<file path="src/rtl/scl_div_pkg.sv">
package scl_div_pkg;
  localparam int unsigned SCL_STEPS = 22;
  localparam int unsigned SCL_HALF  = SCL_STEPS / 2;
  localparam int unsigned STEP_W    = $clog2(SCL_STEPS);
endpackage

</file>
<file path="src/rtl/scl_prescale_stage.sv">
module scl_prescale_stage #(
  parameter int unsigned W = 2
) (
  input  logic         clk,
  input  logic         rst_n,
  input  logic         clr,
  input  logic         en,
  input  logic         hold,
  input  logic [W-1:0] limit,
  output logic         wrap
);
  logic [W-1:0] cnt_q, cnt_d;

  assign wrap = en && (cnt_q == limit);

  always_comb begin
    cnt_d = cnt_q;
    if (clr)              cnt_d = '0;
    else if (en && !hold) cnt_d = wrap ? '0 : cnt_q + 1'b1;
  end

  always_ff @(posedge clk or negedge rst_n) begin
    if (!rst_n) cnt_q <= '0;
    else        cnt_q <= cnt_d;
  end

  assert_count_range_R2: assert property (@(posedge clk) disable iff (!rst_n)
    cnt_q <= limit);
  assert_freeze_R5: assert property (@(posedge clk) disable iff (!rst_n)
    $past(hold && !clr) |-> cnt_q == $past(cnt_q));
  assert_clear_R8: assert property (@(posedge clk) disable iff (!rst_n)
    $past(clr) |-> cnt_q == '0);
endmodule

</file>
<file path="src/rtl/scl_phase_seq.sv">
module scl_phase_seq
  import scl_div_pkg::*;
(
  input  logic clk,
  input  logic rst_n,
  input  logic run,
  input  logic step,
  input  logic scl_in,
  output logic stretch,
  output logic scl_out
);
  localparam logic [STEP_W-1:0] LAST = STEP_W'(SCL_STEPS - 1);
  localparam logic [STEP_W-1:0] HALF = STEP_W'(SCL_HALF);

  logic [STEP_W-1:0] ph_q, ph_d;
  logic              high_phase;

  assign high_phase = (ph_q < HALF);
  assign stretch    = run && high_phase && !scl_in;
  assign scl_out    = !run || high_phase;

  always_comb begin
    ph_d = ph_q;
    if (!run)      ph_d = '0;
    else if (step) ph_d = (ph_q == LAST) ? '0 : ph_q + 1'b1;
  end

  always_ff @(posedge clk or negedge rst_n) begin
    if (!rst_n) ph_q <= '0;
    else        ph_q <= ph_d;
  end

  assert_phase_range_R3: assert property (@(posedge clk) disable iff (!rst_n)
    ph_q <= LAST);
  assert_phase_step_R3: assert property (@(posedge clk) disable iff (!rst_n)
    $past(run && step) |-> ph_q == (($past(ph_q) == LAST) ? '0 : $past(ph_q) + 1'b1));
  assert_phase_frozen_R5: assert property (@(posedge clk) disable iff (!rst_n)
    $past(run && stretch) |-> ph_q == $past(ph_q));
  assert_phase_idle_R8: assert property (@(posedge clk) disable iff (!rst_n)
    $past(!run) |-> ph_q == '0);
endmodule

</file>
<file path="src/rtl/scl_rate_div.sv">
module scl_rate_div #(
  parameter int unsigned A_W = 2,
  parameter int unsigned B_W = 6
) (
  input  logic           clk,
  input  logic           rst_n,
  input  logic           run,
  input  logic [A_W-1:0] div_a,
  input  logic [B_W-1:0] div_b,
  input  logic           scl_in,
  output logic           tick,
  output logic           scl_out
);
  logic [A_W-1:0] cfg_a_q, cfg_a_d;
  logic [B_W-1:0] cfg_b_q, cfg_b_d;
  logic           a_wrap, b_wrap, stretch;

  always_comb begin
    cfg_a_d = cfg_a_q;
    cfg_b_d = cfg_b_q;
    if (!run) begin
      cfg_a_d = div_a;
      cfg_b_d = div_b;
    end
  end

  always_ff @(posedge clk or negedge rst_n) begin
    if (!rst_n) begin
      cfg_a_q <= '0;
      cfg_b_q <= '0;
    end else begin
      cfg_a_q <= cfg_a_d;
      cfg_b_q <= cfg_b_d;
    end
  end

  scl_prescale_stage #(.W(A_W)) u_stage_a (
    .clk(clk), .rst_n(rst_n), .clr(!run), .en(run), .hold(stretch),
    .limit(cfg_a_q), .wrap(a_wrap));

  scl_prescale_stage #(.W(B_W)) u_stage_b (
    .clk(clk), .rst_n(rst_n), .clr(!run), .en(a_wrap), .hold(stretch),
    .limit(cfg_b_q), .wrap(b_wrap));

  assign tick = b_wrap && !stretch;

  scl_phase_seq u_phase (
    .clk(clk), .rst_n(rst_n), .run(run), .step(tick), .scl_in(scl_in),
    .stretch(stretch), .scl_out(scl_out));

  assert_cfg_frozen_R7: assert property (@(posedge clk) disable iff (!rst_n)
    $past(run) |-> ($stable(cfg_a_q) && $stable(cfg_b_q)));
  assert_idle_quiet_R1: assert property (@(posedge clk) disable iff (!rst_n)
    !run |-> (!tick && scl_out));
  assert_stretch_no_tick_R5: assert property (@(posedge clk) disable iff (!rst_n)
    (run && !scl_in && scl_out) |-> !tick);
endmodule

</file>
<file path="config.mk">
export PLATFORM = sky130hd
export DESIGN_NAME = scl_rate_div
export DESIGN_NICKNAME = d
export VERILOG_FILES = /design/src/rtl/scl_div_pkg.sv /design/src/rtl/scl_prescale_stage.sv /design/src/rtl/scl_phase_seq.sv /design/src/rtl/scl_rate_div.sv
export SDC_FILE = /design/constraint.sdc
export NUM_CORES = 1
export LEC_CHECK = 0
export ABC_AREA = 1
export BUFFER_PORTS_ARGS = -buffer_cell sky130_fd_sc_hd__buf_2
export CAP_MARGIN = 10
export CORE_MARGIN = 8
export CORE_UTILIZATION = 35
export CTS_CLUSTER_SIZE = 30
export DETAILED_ROUTE_END_ITERATION = 12
export HOLD_SLACK_MARGIN = 0.1
export PLACE_DENSITY = 0.52
export SYNTH_ARGS = -nofsm -noshare
export SYNTH_HDL_FRONTEND = slang
export SYNTH_SLANG_ARGS = --single-unit
</file>
<file path="constraint.sdc">
create_clock -name clk -period 1.5 [get_ports clk]
set_input_delay 0.075 -clock clk [delete_from_list [all_inputs] [get_ports clk]]
set_output_delay 0.075 -clock clk [all_outputs]
set_load 0.005 [all_outputs]
</file>
Word level (Yosys, flattened, before mapping)
Index checks and enable logic that the tools add are counted.

word-level totals
  output and inout bits = 2
  bits in latches = 0
  memories kept = 0
  bits of input ports = 12
  register bits after elaboration = 21
  bits in read-only memories = 0
  bits in writable memories = 0

operators by class
  shift operators = 0
  multipliers = 0
  reduce and logical (&&, ||, !) cells = 11
  $lt $le $gt $ge = 1
  eq/ne operators = 6
  divide/modulo/power cells = 0
  add/sub/neg operators = 3
  multiplexer cells = 9
  bitwise logic cells = 0

operator list
  operator                                                                      count
  6-bit 2-to-1 mux                                                              3
  5-bit 2-to-1 mux                                                              3
  1-bit logical AND                                                             7
  6-bit by 1-bit adder with 6-bit output, second input constant                 1
  6-bit equality test                                                           1
  2-bit 2-to-1 mux                                                              3
  2-bit by 1-bit inequality test with 1-bit output, second input constant       3
  5-bit by 1-bit adder with 5-bit output, second input constant                 1
  5-bit equality test, second input constant                                    1
  5-bit by 4-bit less-than comparator with 1-bit output, second input constant  1
  1-bit zero test                                                               3
  2-bit by 1-bit adder with 2-bit output, second input constant                 1
  2-bit equality test                                                           1
  1-bit logical OR                                                              1

Depth between registers and ports, before layout
Gate-level depths: netlist (run 1).

  depth in word-level cells = 7
  depth in mapped cells = 10
  gate-level depth less buffers = 9

Cells and area by module
Synthesis (run 1) repeated with hierarchy kept, for this count alone.

unflattened totals
  cells, all modules = 186
  area, all modules = 1300.0 um2

by module, submodules not included
  module                          cells an instance  seq. area each (um2)  instances  area an instance (um2)
  scl_prescale_stage (u_stage_b)  77                 150.1                 1          483.0
  scl_phase_seq                   50                 125.1                 1          345.3
  scl_rate_div                    36                 200.2                 1          312.8
  scl_prescale_stage (u_stage_a)  23                 50.0                  1          158.9

Worst setup path after synthesis (run 1)
OpenSTA, ideal clock, no wires.

  path type = register to register
  start point = reg u_phase.ph_q[1]
  end point = reg u_phase.ph_q[0]
  period minus slack after synthesis = 1312 ps
  buffers on the path = 0
  data required time = 1382 ps
  cell stages (with the launch flop) = 8
  arrival = 1194 ps
  setup slack = 188 ps
  path through = dfrtp_1 -> inv_1 -> ha_1 -> nand2_1 -> o31ai_1 -> nor2_1 -> nand3_1 -> nand2_1

between the ends
  word-level cells in the longest chain between the ends = 6
  elaborated cells on any way between the ends = 10

ends and longest elaborated chain
  item                                                        RTL line             RTL
  start: declaration                                          scl_phase_seq.sv:15  logic [STEP_W-1:0] ph_q, ph_d;
  start signal: assignment                                    scl_phase_seq.sv:30  else ph_q <= ph_d;
  5-bit by 4-bit less-than comparator with 1-bit output       scl_phase_seq.sv:18  assign high_phase = (ph_q < HALF);
  1-bit logical AND (2 in a row)                              scl_phase_seq.sv:19  assign stretch = run && high_phase && !scl_in;
  1-bit zero test                                             scl_rate_div.sv:45   assign tick = b_wrap && !stretch;
  1-bit logical AND                                           scl_rate_div.sv:45
  2-bit by 1-bit inequality test with 1-bit output (no line)  n/a

Several ways; a longest one is shown, not always the timed one. The select of a mux whose other input is x is not followed.
A chain may end at the register's enable or synchronous reset.

Final worst setup path (run 1)
  start point = reg u_stage_a.cnt_q[0]
  end point = out tick

between the ends
  word-level cells in the longest chain between the ends = 4

ends and longest elaborated chain
  item                            RTL line                  RTL
  start: declaration              scl_prescale_stage.sv:12  logic [W-1:0] cnt_q, cnt_d;
  start signal: assignment        scl_prescale_stage.sv:24  else cnt_q <= cnt_d;
  2-bit equality test             scl_prescale_stage.sv:14  assign wrap = en && (cnt_q == limit);
  1-bit logical AND (2 in a row)  scl_prescale_stage.sv:14
  1-bit logical AND               scl_rate_div.sv:45
  end: declaration                scl_rate_div.sv:11        output logic tick,

No other way between the ends.

==> run metrics, run 1 <==
status completed; Cells after Synth 183; CP Depth 7; CP Capture Type primary output; Row Count 22; # DRC 0; critical path type reg -> out; n_diodes 0; CP top delay family simple AND/OR/NAND/NOR gates; gr ovfl total 0; WHS Path Cells 3; synthesis-stage register bit count 21; Final Max Slew Viols 0; crit path time final 1.46 ns; CTS tree built; hold crit path type in -> reg; CTS Root Cell clkbuf_8; DP HPWL 2240 um; Reg2Reg Depth 9; clock sinks 21; Final Hold Viols 0; Worst Path Required 1.42 ns; Slew HR 67.6%; leak pwr 0.832 nW; worst hold slack 0.168 ns; average wire per standard cell 11.6 um; largest net degree at the start of global routing 22; max-cap viol count 0; GRT Overall Usage 10.3%; final design utilization 45.0%; top post-synthesis cells by count nand2_1 (61), inv_1 (22), dfrtp_1 (21), nand3_1 (18), nor2_1 (15); CTS Buf Count 3; area grow syn2layout 24.8%; Power per Cell Area 827 nW/um2; WP buf/inv 3; Post-synth EDFFs 0; first-pass GRT wire length 5180 um; FFs w/ async S/R, synth 100%; drt pass-1 iters 4; clock-pin transition on the worst setup and hold timing paths 0.07 ns; clock buffer depth 2; Final period util 97.2%; Setup crit start kind flop; RSZ-0062 raised after global routing yes; vias in the first global route 1,137; IO Port Bufs 13; clock skew 0.00509 ns; Largest stage delay, worst path 0.42 ns; Slowest cell on crit path dfrtp_1; Synth Net Count 198; Synth Area per Inst 7.16 um2; die footprint 5960 um2; Max Freq 686 MHz; CP arrival 1.38 ns; DR vias 1,216; die height 77.2 um; Synth top area share 40.1%; actual slew at the worst max-slew pin 0.487 ns; total routed wirelength 3040 um; largest area contributor in the netlist dfrtp_1; initial antenna violation count 0; Worst VDD drop 0.000343 V; Post-Syn Area 1310 um2; Clock H-tree levels 1; setup violators final 0; ys flop type dfrtp_1; peak fanout along the critical path 4; iteration-0 DRC count of the detailed router 88; DRT antenna net count 0; synth warn 0; top-count cell post-synth nand2_1; global placer's final weighted congestion 0.824; Yosys cell types 22; later-pin clock latency in the skew report 0.26 ns; critical-path cell list inv_2, nand2_2, nand3_2, nor2_4, nand4_1, inv_1, buf_2; Core Area 3630 um2; IO Pins 14; Die Span X 77.2 um; Vias/cell 4.62; TNS Setup 0 ns; Final nets 231; Seq/Total Area, Yosys 40.1%; synth top area cells dfrtp_1 (40%), nand2_1 (17%), nand3_1 (6.9%); share of layout cells above drive strength 1 22.3%; initial core utilization 36.1%
## worst register-to-register path, delay by kind of cell (launching register included)
kind | cells | cell delay [ns]
and+or+nand+nor | 8 | 0.82
buffers and inverters | 1 | 0.07
DFF | 1 | 0.42
## path summary, 6_finish.rpt
| check | startpoint | to | slack [ns] |
|---|---|---|---|
| worst max register to register | u_stage_a.cnt_q[0] | u_stage_b.cnt_q[2] | 0.10 |
| min in group asynchronous | rst_n | cfg_b_q[4] | 0.31 |
| worst min register to register | cfg_b_q[5] | cfg_b_q[5] | 0.55 |
| max in group asynchronous | rst_n | u_phase.ph_q[0] | 0.83 |
| worst max-delay path | u_stage_a.cnt_q[0] | tick | 0.04 |
| worst min-delay path | run | u_stage_a.cnt_q[0] | 0.17 |
## timing repair
action                                 in CTS  in global routing
endpoints found under the hold margin      29                  0
resized for setup                           1                 11
setup endpoints to repair                   1                 12
gates cloned                                0                  0
hold buffers                                9                  0
pin swaps                                   1                  4
setup buffers                               1                  7
## state kept, by name (all words and copies together), names as in the netlist
signal           cells
cfg_a_q              2
cfg_b_q              6
u_stage_a.cnt_q      2
u_phase.ph_q         5
u_stage_b.cnt_q      6
## cells by family after synthesis
| group | share of synthesized area [%] |
|---|---|
| compound gates | 4.78 |
| xor+xnor | 3.34 |
| fa+ha+maj | 2.87 |
| buf+inv | 9.74 |
| flops | 40.1 |
| simple gates | 39.2 |
## layer usage
metal | vias to the layer above | part of all wire (%) | GRT usage (%) | routed length [um]
li1 | 643 | - | - | -
met1 | 550 | 49 | 12.4 | 1490
met2 | 21 | 47 | 17.4 | 1440
met3 | 2 | 3.3 | 2.56 | 100
met4 | 0 | 0.46 | 3.21 | 14
met5 | - | 0 | 0 | 0
## per-stage QoR
stage	instances	total power (W)	setup slack, ns	instance area (um2)
CTS	257	0.00134	0.0113	1570
floorplan	183	0.000865	0.188	1310
global placement	243	0.000936	0.106	1430
finish	263	0.00135	0.0427	1640
detailed placement	243	0.000945	0.0592	1430
global route	263	0.00145	-0.0454	1640
## layout by cell type, fill, tap and decap left out, types with 2 or more instances in the layout
master / count
buf_2: 13
buf_4: 10
clkbuf_8: 3
dfrtp_1: 18
dfrtp_2: 3
dlygate4sd3_1: 9
ha_1: 3
inv_1: 19
inv_2: 5
nand2_1: 58
nand2_2: 7
nand3_1: 17
nand3_2: 2
nand4_1: 9
nor2_1: 15
nor2_4: 2
o21ai_0: 10
xnor2_1: 3
xor2_1: 2
## power breakdown
| part | switching (W) | leakage [nW] | internal (W) |
|---|---|---|---|
| logic | 0.000190 | 0.540 | 0.000135 |
| registers | 0.0000498 | 0.270 | 0.000616 |
| clock network | 0.000172 | 0.0228 | 0.000189 |
## final cells by class
type | instances | area [um2]
clock buffer | 4 | 45.0
fill | 394 | 2000
inverter | 25 | 96.3
multi-input combinational | 133 | 674
sequential | 21 | 529
tap | 48 | 60.1
timing repair buffer | 32 | 230
(Power assumes the default switching activity.)
==> run 2, diff against run 1 <==
Clock period 1.5 ns to 1.65 ns, I/O delays scaled along.
==> run metrics, run 2 (same netlist as run 1, synthesis figures left out) <==
status completed; switching part of the total power 31.1% (+0.64 points); CTS tree built; critical-path cell list inv_1, nand2_1, nand2_1, nand2_1, nor2_1, nand4_1, inv_1, buf_2; Reg power frac 49.3% (about the same); Clock H-tree levels 1 (unchanged); Slew HR 66.9% (-0.65 points); Tot Pwr 0.00121 W (-10%); Inst Count DP 241 (-0.82%); IO Pins 14 (unchanged); CTS Buf Count 3 (unchanged); RSZ-0062 raised after global routing no; total routed wirelength 2950 um (-3.2%); Core Area 3630 um2 (unchanged); iteration-0 DRC count of the detailed router 67 (-24%); final cell count without fillers 257 (-2.3%); Power per Cell Area 772 nW/um2 (-6.6%); worst hold slack 0.172 ns (+0.00407 ns); critical path type reg -> out; GRT Overall Usage 10.2% (-0.15 points); CP Capture Type primary output; first-pass GRT wire length 4990 um (-3.7%); r2r startpoint u_phase.ph_q[2]; most common cell after layout, fill and taps aside nand2_1; Worst Path Required 1.57 ns (+0.15 ns); clock buffer depth 2 (unchanged); Die Span X 77.2 um (unchanged); peak fanout along the critical path 5 (+1); vias in the first global route 1,123 (-1.2%); crit path time final 1.51 ns; Max Freq 660 MHz; clock sinks 21 (unchanged); share of layout cells above drive strength 1 15.8% (-6.5 points); combinational power share 22.0% (-2.1 points); CP top delay family flip-flops; CTS Root Cell clkbuf_8; max-cap viol count 0 (unchanged); die height 77.2 um (unchanged); initial core utilization 36.1% (unchanged); WP buf/inv 3 (unchanged); Final period util 91.8%; Largest stage delay, worst path 0.42 ns (about the same); internal power 0.000837 W (-11%); initial antenna violation count 0 (unchanged); die footprint 5960 um2 (unchanged); Final Hold Viols 0 (unchanged); Final Max Slew Viols 0 (unchanged); DRT antenna net count 0 (unchanged); Slowest cell on crit path dfrtp_1; most frequent cells in the layout nand2_1 (61), inv_1 (22), dfrtp_1 (21); largest net degree at the start of global routing 22 (unchanged); Multi-input gate area 662 um2 (-1.9%); Setup crit start kind flop; global placer's final weighted congestion 0.874 (+6.1%); clock skew 0.00710 ns (+0.00201 ns); # DRC 0 (unchanged); n_diodes 0 (unchanged); # fillers 388 (-1.5%); Reg2Reg Depth 9 (unchanged); setup violators final 0 (unchanged); Worst R2R Setup Slack 0.22 ns (+0.12 ns); worst reg2reg path endpoint u_stage_b.cnt_q[3]; average wire per standard cell 11.5 um (-0.90%); Psw 0.000378 W (-8.3%); Vias/cell 4.75 (+2.8%); drt pass-1 iters 4 (unchanged); Clock Power Share 28.8% (+2.1 points); CP Depth 8 (+1); Worst Setup EP tick; area grow syn2layout 20.2%; gr ovfl total 0 (unchanged); IO Port Bufs 13 (unchanged); hold crit path type in -> reg; Largest regs cfg_b_q (6), u_stage_b.cnt_q (6), u_phase.ph_q (5); DR vias 1,222 (+0.49%); CP arrival 1.43 ns (+0.05 ns); actual slew at the worst max-slew pin 0.496 ns (+0.00968 ns); Row Count 22 (unchanged); DP HPWL 2120 um (-5.1%); Seq. cell area 526 um2 (-0.71%); CP most frequent cell nand2_1; later-pin clock latency in the skew report 0.27 ns (about the same); Final nets 225 (-2.6%); Worst VDD drop 0.000487 V (+42%); CP startpoint u_stage_b.cnt_q[3]; leak pwr 0.804 nW (-3.4%); TNS Setup 0 ns (unchanged); clock-pin transition on the worst setup and hold timing paths 0.08 ns (about the same)
-- run 2: cell count changes in the layout (fill, tap and decap cells not counted), moves of 3 or more --
cell,change
buf_4,-6
inv_2,-3
dfrtp_1,+3
inv_1,+3
dfrtp_2,-3
nand2_2,-3
nand2_1,+3
-- run 2: tightest hold or removal path: cells and delay by family --
family                 cells  cell delay, ns
buffers and inverters      1            0.17
AND/OR/NAND/NOR            2            0.15
-- run 2: metal layers --
metal,track usage [%],vias up,part of all wire [%]
met2,17.2,24,48
met4,2.83,0,0.98
met3,3.38,4,4.3
met5,0,-,0
met1,11.9,564,47
li1,-,630,-
-- run 2: layout make-up --
| cell class | count | area share [%] |
|---|---|---|
| multi-input cells | 133 | 42.1 |
| repair buffers | 26 | 11.8 |
| inverters | 25 | 6.12 |
| clock buffers | 4 | 2.86 |
| well taps | 48 | 3.82 |
| flip-flops and latches | 21 | 33.4 |
-- run 2: worst min path at each step --
| stage | start | endpoint | slack (ns) | depth (start not counted) |
|---|---|---|---|---|
| after global placement | rst_n | cfg_a_q[0] | 0.08 | 1 |
| after floorplan | rst_n | cfg_a_q[0] | -0.21 | 0 |
| after global routing | run | u_phase.ph_q[2] | 0.17 | 3 |
| after detailed placement | rst_n | cfg_b_q[3] | 0.08 | 1 |
| after CTS | run | u_phase.ph_q[2] | 0.16 | 3 |
| final | run | u_phase.ph_q[2] | 0.17 | 3 |
-- run 2: repair_timing --
| action | CTS | global route |
|---|---|---|
| hold buffers | 9 | 0 |
| endpoints found under the hold margin | 29 | 0 |
| pin swaps | 1 | 0 |
| setup buffers | 1 | 2 |
| resized for setup | 0 | 1 |
| endpoints found under the setup margin | 1 | 5 |
-- run 2: through the flow --
stage	worst slack (ns)	instance area [um2]	util (%)
after global routing	0.00140	1570	43.3
after detailed placement	0.174	1410	38.8
after CTS	0.119	1550	42.8
final	0.136	1570	43.3
after floorplan	0.338	1310	-
after global placement	0.122	1410	38.8
-- run 2: power by group through the flow --
stage | Combinational [W] | Clock [W] | Sequential (W)
5_1_grt | 0.000311 | 0.000382 | 0.000604
6_report | 0.000267 | 0.000350 | 0.000598
3_5_place_dp | 0.000241 | 0 | 0.000609
2_1_floorplan | 0.000186 | 0 | 0.000600
4_1_cts | 0.000259 | 0.000363 | 0.000600
3_3_place_gp | 0.000240 | 0 | 0.000609
==> run 3, diff against run 2 <==
Settings changed: CELL_PAD_IN_SITES_DETAIL_PLACEMENT set to 1, CELL_PAD_IN_SITES_GLOBAL_PLACEMENT set to 1, PLACE_DENSITY 0.52 to 0.67.
==> run metrics, run 3 (same netlist as run 1, synthesis figures left out) <==
Clock H-tree levels 1 (unchanged); Slew HR 67.5% (+0.59 points); average wire per standard cell 12.5 um (+8.8%); final cell count without fillers 261 (+1.6%); DRT antenna net count 0 (unchanged); # DRC 0 (unchanged); clock skew 0.00130 ns (-0.00580 ns); die height 77.2 um (unchanged); clock buffer depth 2 (unchanged); vias in the first global route 1,318 (+17%); most common cell after layout, fill and taps aside nand2_1; Worst VDD drop 0.000327 V (-33%); actual slew at the worst max-slew pin 0.488 ns (-0.00882 ns); initial core utilization 36.1% (unchanged); leak pwr 0.823 nW (+2.3%); gr ovfl total 0 (unchanged); Final Hold Viols 0 (unchanged); Tot Pwr 0.00124 W (+1.9%); peak fanout along the critical path 6 (+1); max-cap viol count 0 (unchanged); WHS Path Cells 3 (unchanged); # fillers 485 (+25%); Final Max Slew Viols 0 (unchanged); worst hold slack 0.175 ns (+0.00284 ns); die footprint 5960 um2 (unchanged); n_diodes 0 (unchanged); hold crit path type in -> reg; CP Capture Type primary output; WHS Endpoint u_phase.ph_q[3]; largest net degree at the start of global routing 22 (unchanged); critical-path cell list xnor2_1, nand2_1, nor2_1, nand4_1, inv_1, buf_2; Max Freq 665 MHz (+0.64%); Slowest cell on crit path dfrtp_1; global placer's final weighted congestion 0.801 (-8.4%); Worst Path Required 1.57 ns (about the same); Row Count 22 (unchanged); CTS Root Cell clkbuf_8; Die Span X 77.2 um (unchanged); Worst R2R Setup Slack 0.23 ns (about the same); IO Port Bufs 13 (unchanged); CP arrival 1.42 ns (about the same); setup violators final 0 (unchanged); Reg2Reg Depth 9 (unchanged); clock-pin transition on the worst setup and hold timing paths 0.08 ns (about the same); r2r startpoint u_phase.ph_q[1]; RSZ-0062 raised after global routing no; IO Pins 14 (unchanged); CTS tree built; later-pin clock latency in the skew report 0.26 ns (about the same); CTS Buf Count 3 (unchanged); Vias/cell 4.72 (-0.81%); Core Area 3630 um2 (unchanged); Seq. cell area 528 um2 (+0.48%); GRT Overall Usage 12.0% (+1.9 points); clock sinks 21 (unchanged); total routed wirelength 3250 um (+10%); Largest stage delay, worst path 0.47 ns (+0.05 ns); DR vias 1,231 (+0.74%); crit path time final 1.50 ns (-0.00967 ns); Largest regs cfg_b_q (6), u_stage_b.cnt_q (6), u_phase.ph_q (5); initial antenna violation count 0 (unchanged); Final nets 229 (+1.8%); Inst Count DP 242 (+0.41%); critical path type reg -> out; iteration-0 DRC count of the detailed router 54 (-19%); Power per Cell Area 769 nW/um2 (-0.36%); share of layout cells above drive strength 1 19.7% (+3.9 points); first-pass GRT wire length 6090 um (+22%); Final period util 91.2% (-0.59 points); DP HPWL 2470 um (+17%); area grow syn2layout 22.9%; TNS Setup 0 ns (unchanged); min-delay src run; Setup crit start kind flop; worst reg2reg path endpoint u_phase.ph_q[3]; Multi-input gate area 664 um2 (+0.38%); most frequent cells in the layout nand2_1 (61), inv_1 (20), dfrtp_1 (19); drt pass-1 iters 4 (unchanged); status completed
run 3: timing repair:
item | 4_1_cts | 5_1_grt
endpoints found under the setup margin | 1 | 1
buffers inserted | 1 | 5
endpoints found under the hold margin | 29 | 0
gates resized for setup | 0 | 6
hold buffers | 9 | 0
pin swaps | 1 | 2
run 3: per-stage QoR:
step           util [%]  worst slack, ns  instance area [um2]
6_report           44.3            0.146                 1610
5_1_grt            44.3          0.00791                 1610
4_1_cts            43.0           0.0984                 1560
3_5_place_dp       39.0            0.189                 1420
3_3_place_gp       39.0            0.213                 1420
2_1_floorplan         -            0.338                 1310
run 3: power by group:
part / total, W / switching (W) / internal (W)
Clock: 0.000347 / 0.000179 / 0.000168
Combinational: 0.000287 / 0.000171 / 0.000116
Sequential: 0.000604 / 0.0000446 / 0.000559
Total: 0.00124 / 0.000394 / 0.000844
run 3: area by class of cell:
cell class              instances  share of cell area, %
multi-input cells             133                   41.3
repair buffers                 30                   13.4
flip-flops and latches         21                   32.8
clock inverters                 1                  0.311
well taps                      48                   3.73
clock buffers                   3                   2.56
inverters                      25                   5.98
run 3: metal layers:
| metal | GRT usage (%) | up-vias | part of all wire (%) | routed length (um) |
|---|---|---|---|---|
| met4 | 3.02 | 0 | 1.2 | 38 |
| met3 | 2.56 | 4 | 3.3 | 106 |
| met5 | 0 | - | 0 | 0 |
| met2 | 19.9 | 16 | 47 | 1530 |
| li1 | - | 635 | - | - |
| met1 | 15.4 | 576 | 48 | 1580 |
run 3: worst max-delay path: cells and delay by family, from the launching register on:
family	cells	cell delay, ns
XOR/XNOR	1	0.18
flip-flops	1	0.47
AND/OR/NAND/NOR	3	0.31
buffers and inverters	2	0.20
run 3: worst max path at each step:
stage,startpoint,endpoint,slack (ns),cells past startpoint
CTS,u_phase.ph_q[0],tick,0.1,7
finish,u_stage_b.cnt_q[2],tick,0.15,6
detailed placement,u_phase.ph_q[0],u_stage_b.cnt_q[3],0.19,9
global route,u_stage_b.cnt_q[0],tick,0.008,9
global placement,u_phase.ph_q[0],u_stage_b.cnt_q[5],0.21,8
floorplan,u_phase.ph_q[1],u_phase.ph_q[0],0.34,7
